`src/rtl/stkbank_pkg.sv`:
```
package stkbank_pkg;
   localparam int unsigned NCOPY = 4;   // {non_secure, process} index

   typedef enum logic [1:0] {
      SOP_NONE  = 2'd0,
      SOP_WRITE = 2'd1,
      SOP_PUSH  = 2'd2,
      SOP_POP   = 2'd3
   } sop_e;

   function automatic logic [1:0] copy_idx(input logic nsec, input logic proc);
      return {nsec, proc};
   endfunction
endpackage

```
`src/rtl/stkbank_select.sv`:
```
module stkbank_select
   import stkbank_pkg::*;
(
   input  logic       cur_secure,
   input  logic       handler_mode,
   input  logic       thread_unpriv,
   input  logic       stk_sel_sec,
   input  logic       stk_sel_nsec,
   input  logic       ra_en,
   input  logic       ra_alias,
   input  logic       ra_proc,
   output logic [1:0] act_idx,
   output logic [1:0] acc_idx,
   output logic       acc_deny
);
   logic act_proc;
   logic privileged;
   logic acc_nsec;

   // handler mode always uses the main copy of the current state
   assign act_proc   = !handler_mode && (cur_secure ? stk_sel_sec : stk_sel_nsec);
   assign act_idx    = copy_idx(!cur_secure, act_proc);

   assign privileged = handler_mode || !thread_unpriv;
   assign acc_nsec   = !cur_secure || ra_alias;
   assign acc_idx    = copy_idx(acc_nsec, ra_proc);
   // non-secure requesting the other bank is refused
   assign acc_deny   = ra_en && (!privileged || (!cur_secure && ra_alias));
endmodule

```
`src/rtl/stkbank_cmp.sv`:
```
module stkbank_cmp
   import stkbank_pkg::*;
#(
   parameter int unsigned AW  = 32,
   parameter int unsigned ALB = 3
) (
   input  logic [AW-1:0] cur_val,
   input  logic [AW-1:0] lim_val,
   input  logic [1:0]    op_kind,
   input  logic [AW-1:0] op_amt,
   input  logic [AW-1:0] op_wdata,
   output logic [AW-1:0] cand,
   output logic          ovf
);
   localparam logic [AW-1:0] MASK = {{(AW-ALB){1'b1}}, {ALB{1'b0}}};

   logic [AW-1:0] amt_al;
   logic [AW-1:0] wd_al;
   logic          wrap;

   assign amt_al = op_amt & MASK;
   assign wd_al  = op_wdata & MASK;

   always_comb begin
      cand = cur_val;
      wrap = 1'b0;
      unique case (sop_e'(op_kind))
         SOP_WRITE: cand = wd_al;
         SOP_PUSH: begin
            cand = cur_val - amt_al;
            wrap = cur_val < amt_al;
         end
         SOP_POP:   cand = cur_val + amt_al;
         default:   cand = cur_val;
      endcase
   end

   assign ovf = (sop_e'(op_kind) != SOP_NONE) && (wrap || (cand < lim_val));
endmodule

```
`src/rtl/stkbank_regs.sv`:
```
module stkbank_regs
   import stkbank_pkg::*;
#(
   parameter int unsigned AW  = 32,
   parameter int unsigned ALB = 3
) (
   input  logic                       clk,
   input  logic                       rst_n,
   input  logic [NCOPY-1:0]           upd_vec,
   input  logic [NCOPY-1:0][AW-1:0]   cand_vec,
   input  logic [NCOPY-1:0]           wr_sp_vec,
   input  logic [NCOPY-1:0]           wr_lim_vec,
   input  logic [AW-1:0]              wdata,
   output logic [NCOPY-1:0][AW-1:0]   sp_q,
   output logic [NCOPY-1:0][AW-1:0]   lim_q
);
   localparam logic [AW-1:0] MASK = {{(AW-ALB){1'b1}}, {ALB{1'b0}}};

   for (genvar g = 0; g < NCOPY; g++) begin : g_copy
      always_ff @(posedge clk) begin
         if (!rst_n) begin
            sp_q[g]  <= '0;
            lim_q[g] <= '0;
         end else begin
            if (wr_sp_vec[g])     sp_q[g] <= wdata & MASK;   // direct write wins
            else if (upd_vec[g])  sp_q[g] <= cand_vec[g];
            if (wr_lim_vec[g])    lim_q[g] <= wdata & MASK;
         end
      end

      // stored pointers and limits stay 8-byte aligned
      p_align_r4: assert property (@(posedge clk) disable iff (!rst_n)
         (sp_q[g][ALB-1:0] == '0) && (lim_q[g][ALB-1:0] == '0));
   end

   // a limit changes only through a permitted direct write
   p_lim_hold_r8: assert property (@(posedge clk) disable iff (!rst_n)
      (wr_lim_vec == '0) |=> $stable(lim_q));
endmodule

```
`src/rtl/stkptr_bank.sv`:
```
module stkptr_bank
   import stkbank_pkg::*;
#(
   parameter int unsigned AW  = 32,
   parameter int unsigned ALB = 3
) (
   input  logic          clk,
   input  logic          rst_n,
   input  logic          cur_secure,
   input  logic          handler_mode,
   input  logic          thread_unpriv,
   input  logic          stk_sel_sec,
   input  logic          stk_sel_nsec,
   input  logic [1:0]    op_kind,
   input  logic [AW-1:0] op_amt,
   input  logic [AW-1:0] op_wdata,
   output logic [AW-1:0] sp_out,
   output logic          ovf_pulse,
   input  logic          ra_en,
   input  logic          ra_we,
   input  logic          ra_lim,
   input  logic          ra_proc,
   input  logic          ra_alias,
   input  logic [AW-1:0] ra_wdata,
   output logic [AW-1:0] ra_rdata,
   output logic          ra_err
);
   if (ALB >= AW) begin : g_bad_align
      $error("stkptr_bank: ALB must be smaller than AW");
   end
   if (AW < 8) begin : g_bad_width
      $error("stkptr_bank: AW must be at least 8");
   end

   logic [1:0]                act_idx;
   logic [1:0]                acc_idx;
   logic                      acc_deny;
   logic [NCOPY-1:0][AW-1:0]  sp_q;
   logic [NCOPY-1:0][AW-1:0]  lim_q;
   logic [NCOPY-1:0][AW-1:0]  cand_vec;
   logic [NCOPY-1:0]          ovf_vec;
   logic [NCOPY-1:0]          upd_vec;
   logic [NCOPY-1:0]          wr_sp_vec;
   logic [NCOPY-1:0]          wr_lim_vec;
   logic                      op_active;
   logic                      ra_ok;
   logic                      sel_ovf;
   logic                      ovf_q;

   stkbank_select u_sel (
      .cur_secure   (cur_secure),
      .handler_mode (handler_mode),
      .thread_unpriv(thread_unpriv),
      .stk_sel_sec  (stk_sel_sec),
      .stk_sel_nsec (stk_sel_nsec),
      .ra_en        (ra_en),
      .ra_alias     (ra_alias),
      .ra_proc      (ra_proc),
      .act_idx      (act_idx),
      .acc_idx      (acc_idx),
      .acc_deny     (acc_deny)
   );

   assign op_active = sop_e'(op_kind) != SOP_NONE;
   assign ra_ok     = ra_en && !acc_deny;

   for (genvar g = 0; g < NCOPY; g++) begin : g_lane
      stkbank_cmp #(.AW(AW), .ALB(ALB)) u_cmp (
         .cur_val (sp_q[g]),
         .lim_val (lim_q[g]),
         .op_kind (op_kind),
         .op_amt  (op_amt),
         .op_wdata(op_wdata),
         .cand    (cand_vec[g]),
         .ovf     (ovf_vec[g])
      );
      assign upd_vec[g]    = op_active && (act_idx == 2'(g)) && !ovf_vec[g];
      assign wr_sp_vec[g]  = ra_ok && ra_we && !ra_lim && (acc_idx == 2'(g));
      assign wr_lim_vec[g] = ra_ok && ra_we &&  ra_lim && (acc_idx == 2'(g));
   end

   stkbank_regs #(.AW(AW), .ALB(ALB)) u_regs (
      .clk       (clk),
      .rst_n     (rst_n),
      .upd_vec   (upd_vec),
      .cand_vec  (cand_vec),
      .wr_sp_vec (wr_sp_vec),
      .wr_lim_vec(wr_lim_vec),
      .wdata     (ra_wdata),
      .sp_q      (sp_q),
      .lim_q     (lim_q)
   );

   assign sel_ovf = op_active && ovf_vec[act_idx];

   always_ff @(posedge clk) begin
      if (!rst_n) ovf_q <= 1'b0;
      else        ovf_q <= sel_ovf;
   end

   assign ovf_pulse = ovf_q;
   assign sp_out    = sp_q[act_idx];
   assign ra_rdata  = ra_ok ? (ra_lim ? lim_q[acc_idx] : sp_q[acc_idx]) : '0;
   assign ra_err    = acc_deny;

   // a refused move leaves every pointer untouched
   p_no_overflow_r5: assert property (@(posedge clk) disable iff (!rst_n)
      (sel_ovf && (wr_sp_vec == '0)) |=> $stable(sp_q));

   // the pulse only follows an operation
   p_pulse_cause_r5: assert property (@(posedge clk) disable iff (!rst_n)
      ovf_pulse |-> $past(op_kind != 2'd0));

   // handler-mode operations never move a process copy
   p_handler_main_r2: assert property (@(posedge clk) disable iff (!rst_n)
      (handler_mode && !ra_en) |=> ($stable(sp_q[1]) && $stable(sp_q[3])));

   // a denied access with a quiet operation port changes nothing
   p_deny_quiet_r8: assert property (@(posedge clk) disable iff (!rst_n)
      (acc_deny && !op_active) |=> ($stable(sp_q) && $stable(lim_q)));

   // the non-secure state never alters a secure copy
   p_nsec_isolate_r9: assert property (@(posedge clk) disable iff (!rst_n)
      !cur_secure |=> ($stable(sp_q[0]) && $stable(sp_q[1]) &&
                       $stable(lim_q[0]) && $stable(lim_q[1])));
endmodule

```
`config.mk`:
```
export PLATFORM = sky130hd
export DESIGN_NAME = stkptr_bank
export DESIGN_NICKNAME = d
export VERILOG_FILES = /design/src/rtl/stkbank_pkg.sv /design/src/rtl/stkbank_select.sv /design/src/rtl/stkbank_cmp.sv /design/src/rtl/stkbank_regs.sv /design/src/rtl/stkptr_bank.sv
export SDC_FILE = /design/constraint.sdc
export NUM_CORES = 2
export LEC_CHECK = 0
export BUFFER_PORTS_ARGS = -buffer_cell sky130_fd_sc_hd__buf_2
export CAP_MARGIN = 15
export CORE_ASPECT_RATIO = 0.6
export CORE_MARGIN = 2
export CORE_UTILIZATION = 35
export DETAILED_ROUTE_END_ITERATION = 12
export PLACE_DENSITY_LB_ADDON = 0.2
export SLEW_MARGIN = 20
export SYNTH_ARGS = -nofsm -noshare
export SYNTH_HDL_FRONTEND = slang
export SYNTH_SLANG_ARGS = --single-unit
```
`constraint.sdc`:
```
create_clock -name clk -period 5.4 [get_ports clk]
set_clock_uncertainty 0.15 [all_clocks]
set_input_delay 0.81 -clock clk [delete_from_list [all_inputs] [get_ports clk]]
set_output_delay 0.81 -clock clk [all_outputs]
set_load 0.02 [all_outputs]
```
==> results.cfg <==
[drt]
final_antenna_net_count = 0
dr.pass1.iters = 6
avgViaCountPerCell = 5.78
wl_per_cell_um = 26.2
drt_iter0_drc = 4592
wl_mm = 169
drc = 0
vias = 37200

[outcome]
status = finished with violations
violations = negative setup slack

[synthesis]
netlist.area_leader.share_pct = 16.2
synth.mux.area_fraction_pct = 8.76
synth-adder-area-share_pct = 14.6
synth_compound_area_share_pct = 29.3
yosysTopAreaCell = dfxtp_1
synth_commonest_cells = nand2_1, a21oi_1, ha_1, inv_1, o21ai_0
synth.avg_cell_area_um2 = 7.13
ys_seq_area_share_pct = 16.2
syn_nets = 4704
synth.distinct_cells = 113
synth_top_family_by_area = compound AO/OA/AOI/OAI gates
ys.flop_type = dfxtp_1
netlist_area_mm2 = 0.0303
syn_inst = 4246
synthArstFlopShare_pct = 0
ys_ff_latch = 245
synth.most_common_cell = nand2_1
synth-edff-count = 0
yosys.area_share.simple_pct = 20.1
synth.yosys.warnings = 0
synthTopCellsByArea = dfxtp_1, ha_1, a21oi_1, nand2_1, o21ai_0
synthXorXnorAreaFrac_pct = 2.75

[floorplan]
row_count = 83
fp.dieW_um = 384
core_area_mm2 = 0.0857
initial_core_util_pct = 35.4
dieArea_mm2 = 0.0890
die_height_um = 232
ioPinCount = 176

[setup_path]
r2r-start = u_regs.sp_q[67]
required_ps = 5720
rr_endpoint = u_regs.sp_q[91]
critPathKind = in2reg
cp-start-kind = input port
worst-r2r-cell-count = 25
critPathMaxStageDelay_ps = 390
cp.arrival_ps = 6000
slowest_stage = o32a_1
cp-end-kind = register
r2r_slack_ps = -270
crit_path_max_fanout = 7

[clock_network]
cts.clk_slew.worst_paths_ps = 70
cts_root_buf = clkbuf_16
htree_num_levels = 1
clk_latency_ps = 590
hold_buffers = 0
clock_path_buffers = 3
cts_tree = yes
cts_inserted_buffers = 26
clkSinkCount = 245

[sta]
worst_slew_pin_slew_ps = 1130
fin_crit_sh_pct = 105
finalSetupViolations = 115
timing.fmax_mhz = 176
fin_ws_ps = -276
final.setup.tns_ps = -14030
hold_viol = 0
relSlewSlack_pct = 24.3
rsz0062_at_grt = true
whs_ps = 298
period_minus_slack_ps = 5680
slew_viol_final = 0

[finish]
n_fill_cell = 8547
register_area_mm2 = 0.00493
final_area_mm2 = 0.0431
finalNonFillerCells = 6442
nets = 5733
multi_input_area_mm2 = 0.0246
drive_above_1_share_pct = 32.4
fin_util_pct = 50.3
area_growth_syn_to_layout_pct = 42.2

[global_route]
grt_antenna_before_repair = 4
first_global_vias = 34300
use_met2_pct = 54.5
met1_usage_pct = 50.4
grt_pass1_wl_mm = 239
use_met3_pct = 6.51
grt_use_total_pct = 36.5
grt_max_degree = 122
busiest_layer = met2
grt_overflow = 0

[power]
leakagePower_nw = 18.9
vdd_drop_max_uv = 224
power_density_mw_per_mm2 = 190

[place]
dp_cells = 6330
dp_hpwl_mm = 136
io_buffers = 166
postPlaceCellArea_mm2 = 0.0397
routabilityCongestion = 1.04

[worst_hold_path]
hp-class = reg2reg
min_path_cells = 2

[flow_run]
maxCapViolations = 0
==> final cells by class <==
class | instances | area share, %
clock buffer | 33 | 1.69
sequential | 245 | 11.4
antenna | 1 | 0.00581
clock inverter | 14 | 0.424
timing repair buffer | 1290 | 23.1
multi-input combinational | 3384 | 57.2
tap | 1147 | 3.33
inverter | 328 | 2.89
==> stage by stage <==
| step | power [mW] | setup slack (ps) |
|---|---|---|
| 2_1_floorplan | 3.78 | 14.4 |
| 3_3_place_gp | 5.73 | -1810 |
| 3_5_place_dp | 5.72 | -1750 |
| 4_1_cts | 7.97 | -289 |
| 5_1_grt | 8.52 | -449 |
| 6_report | 8.20 | -276 |
==> worst max-delay path by stage <==
stage                                 end       startpoint
after CTS                 u_regs.sp_q[91]  u_regs.sp_q[67]
after global placement    u_regs.sp_q[62]        op_amt[3]
final                     u_regs.sp_q[91]        op_amt[3]
after global routing      u_regs.sp_q[92]  u_regs.sp_q[67]
after floorplan           u_regs.sp_q[83]        op_amt[3]
after detailed placement  u_regs.sp_q[31]        op_amt[4]
==> placed cells by master (no fill, tap or decap), types with 30 or more instances in the layout <==
cell type	instances
o21ai_0	285
o21ai_1	33
nand4_1	46
nand3_1	93
a21oi_2	30
mux2i_1	116
and3_1	37
a211oi_1	68
a31oi_1	37
nor2_1	309
ha_1	310
o211ai_1	42
dfxtp_1	236
nor3_1	67
buf_2	159
buf_6	38
nand2_1	529
a21oi_1	484
nor2b_1	42
mux4_2	63
buf_4	1053
xnor2_1	73
a21o_1	93
inv_1	314
o31ai_1	32
==> registers in the layout, summed over array words and instances (netlist names), named ones only <==
| name | count |
|---|---|
| u_regs.lim_q | 116 |
| u_regs.sp_q | 116 |
| ovf_pulse | 1 |
==> where the power goes <==
part	total [mW]	internal, mW	switching, mW
clock	2.03	1.15	0.887
sequential	1.98	1.87	0.104
combinational	4.19	1.83	2.36
total	8.20	4.85	3.35
==> critical path, delay by kind of cell <==
kind            cells  cell delay (ps)
compound gates     15             3150
fa+ha+maj           3              840
buf+inv             5              680
simple gates        3              510
==> cell families after synthesis <==
group / after synthesis
AO/OA/AOI/OAI: 1422
XOR/XNOR: 95
adder cells (fa/ha/maj): 348
buffers and inverters: 617
flip-flops: 245
multiplexers: 186
AND/OR/NAND/NOR: 1333
==> layer usage <==
metal  wire length [um]  up-vias  part of all wire [%]
met5                186        -                  0.11
met4              10000        2                   5.9
met3              16200      375                   9.6
met2              70500     2140                    42
met1              72200    17400                    43
li1                   -    17300                     -
==> repair_timing <==
item | CTS | global route
resized for setup | 269 | 149
endpoints found under the hold margin | 0 | 0
cloned | 8 | 0
pin swaps | 123 | 148
endpoints found under the setup margin | 129 | 129
buffers inserted | 49 | 20
Note: power is estimated with default switching activity, not from simulation.
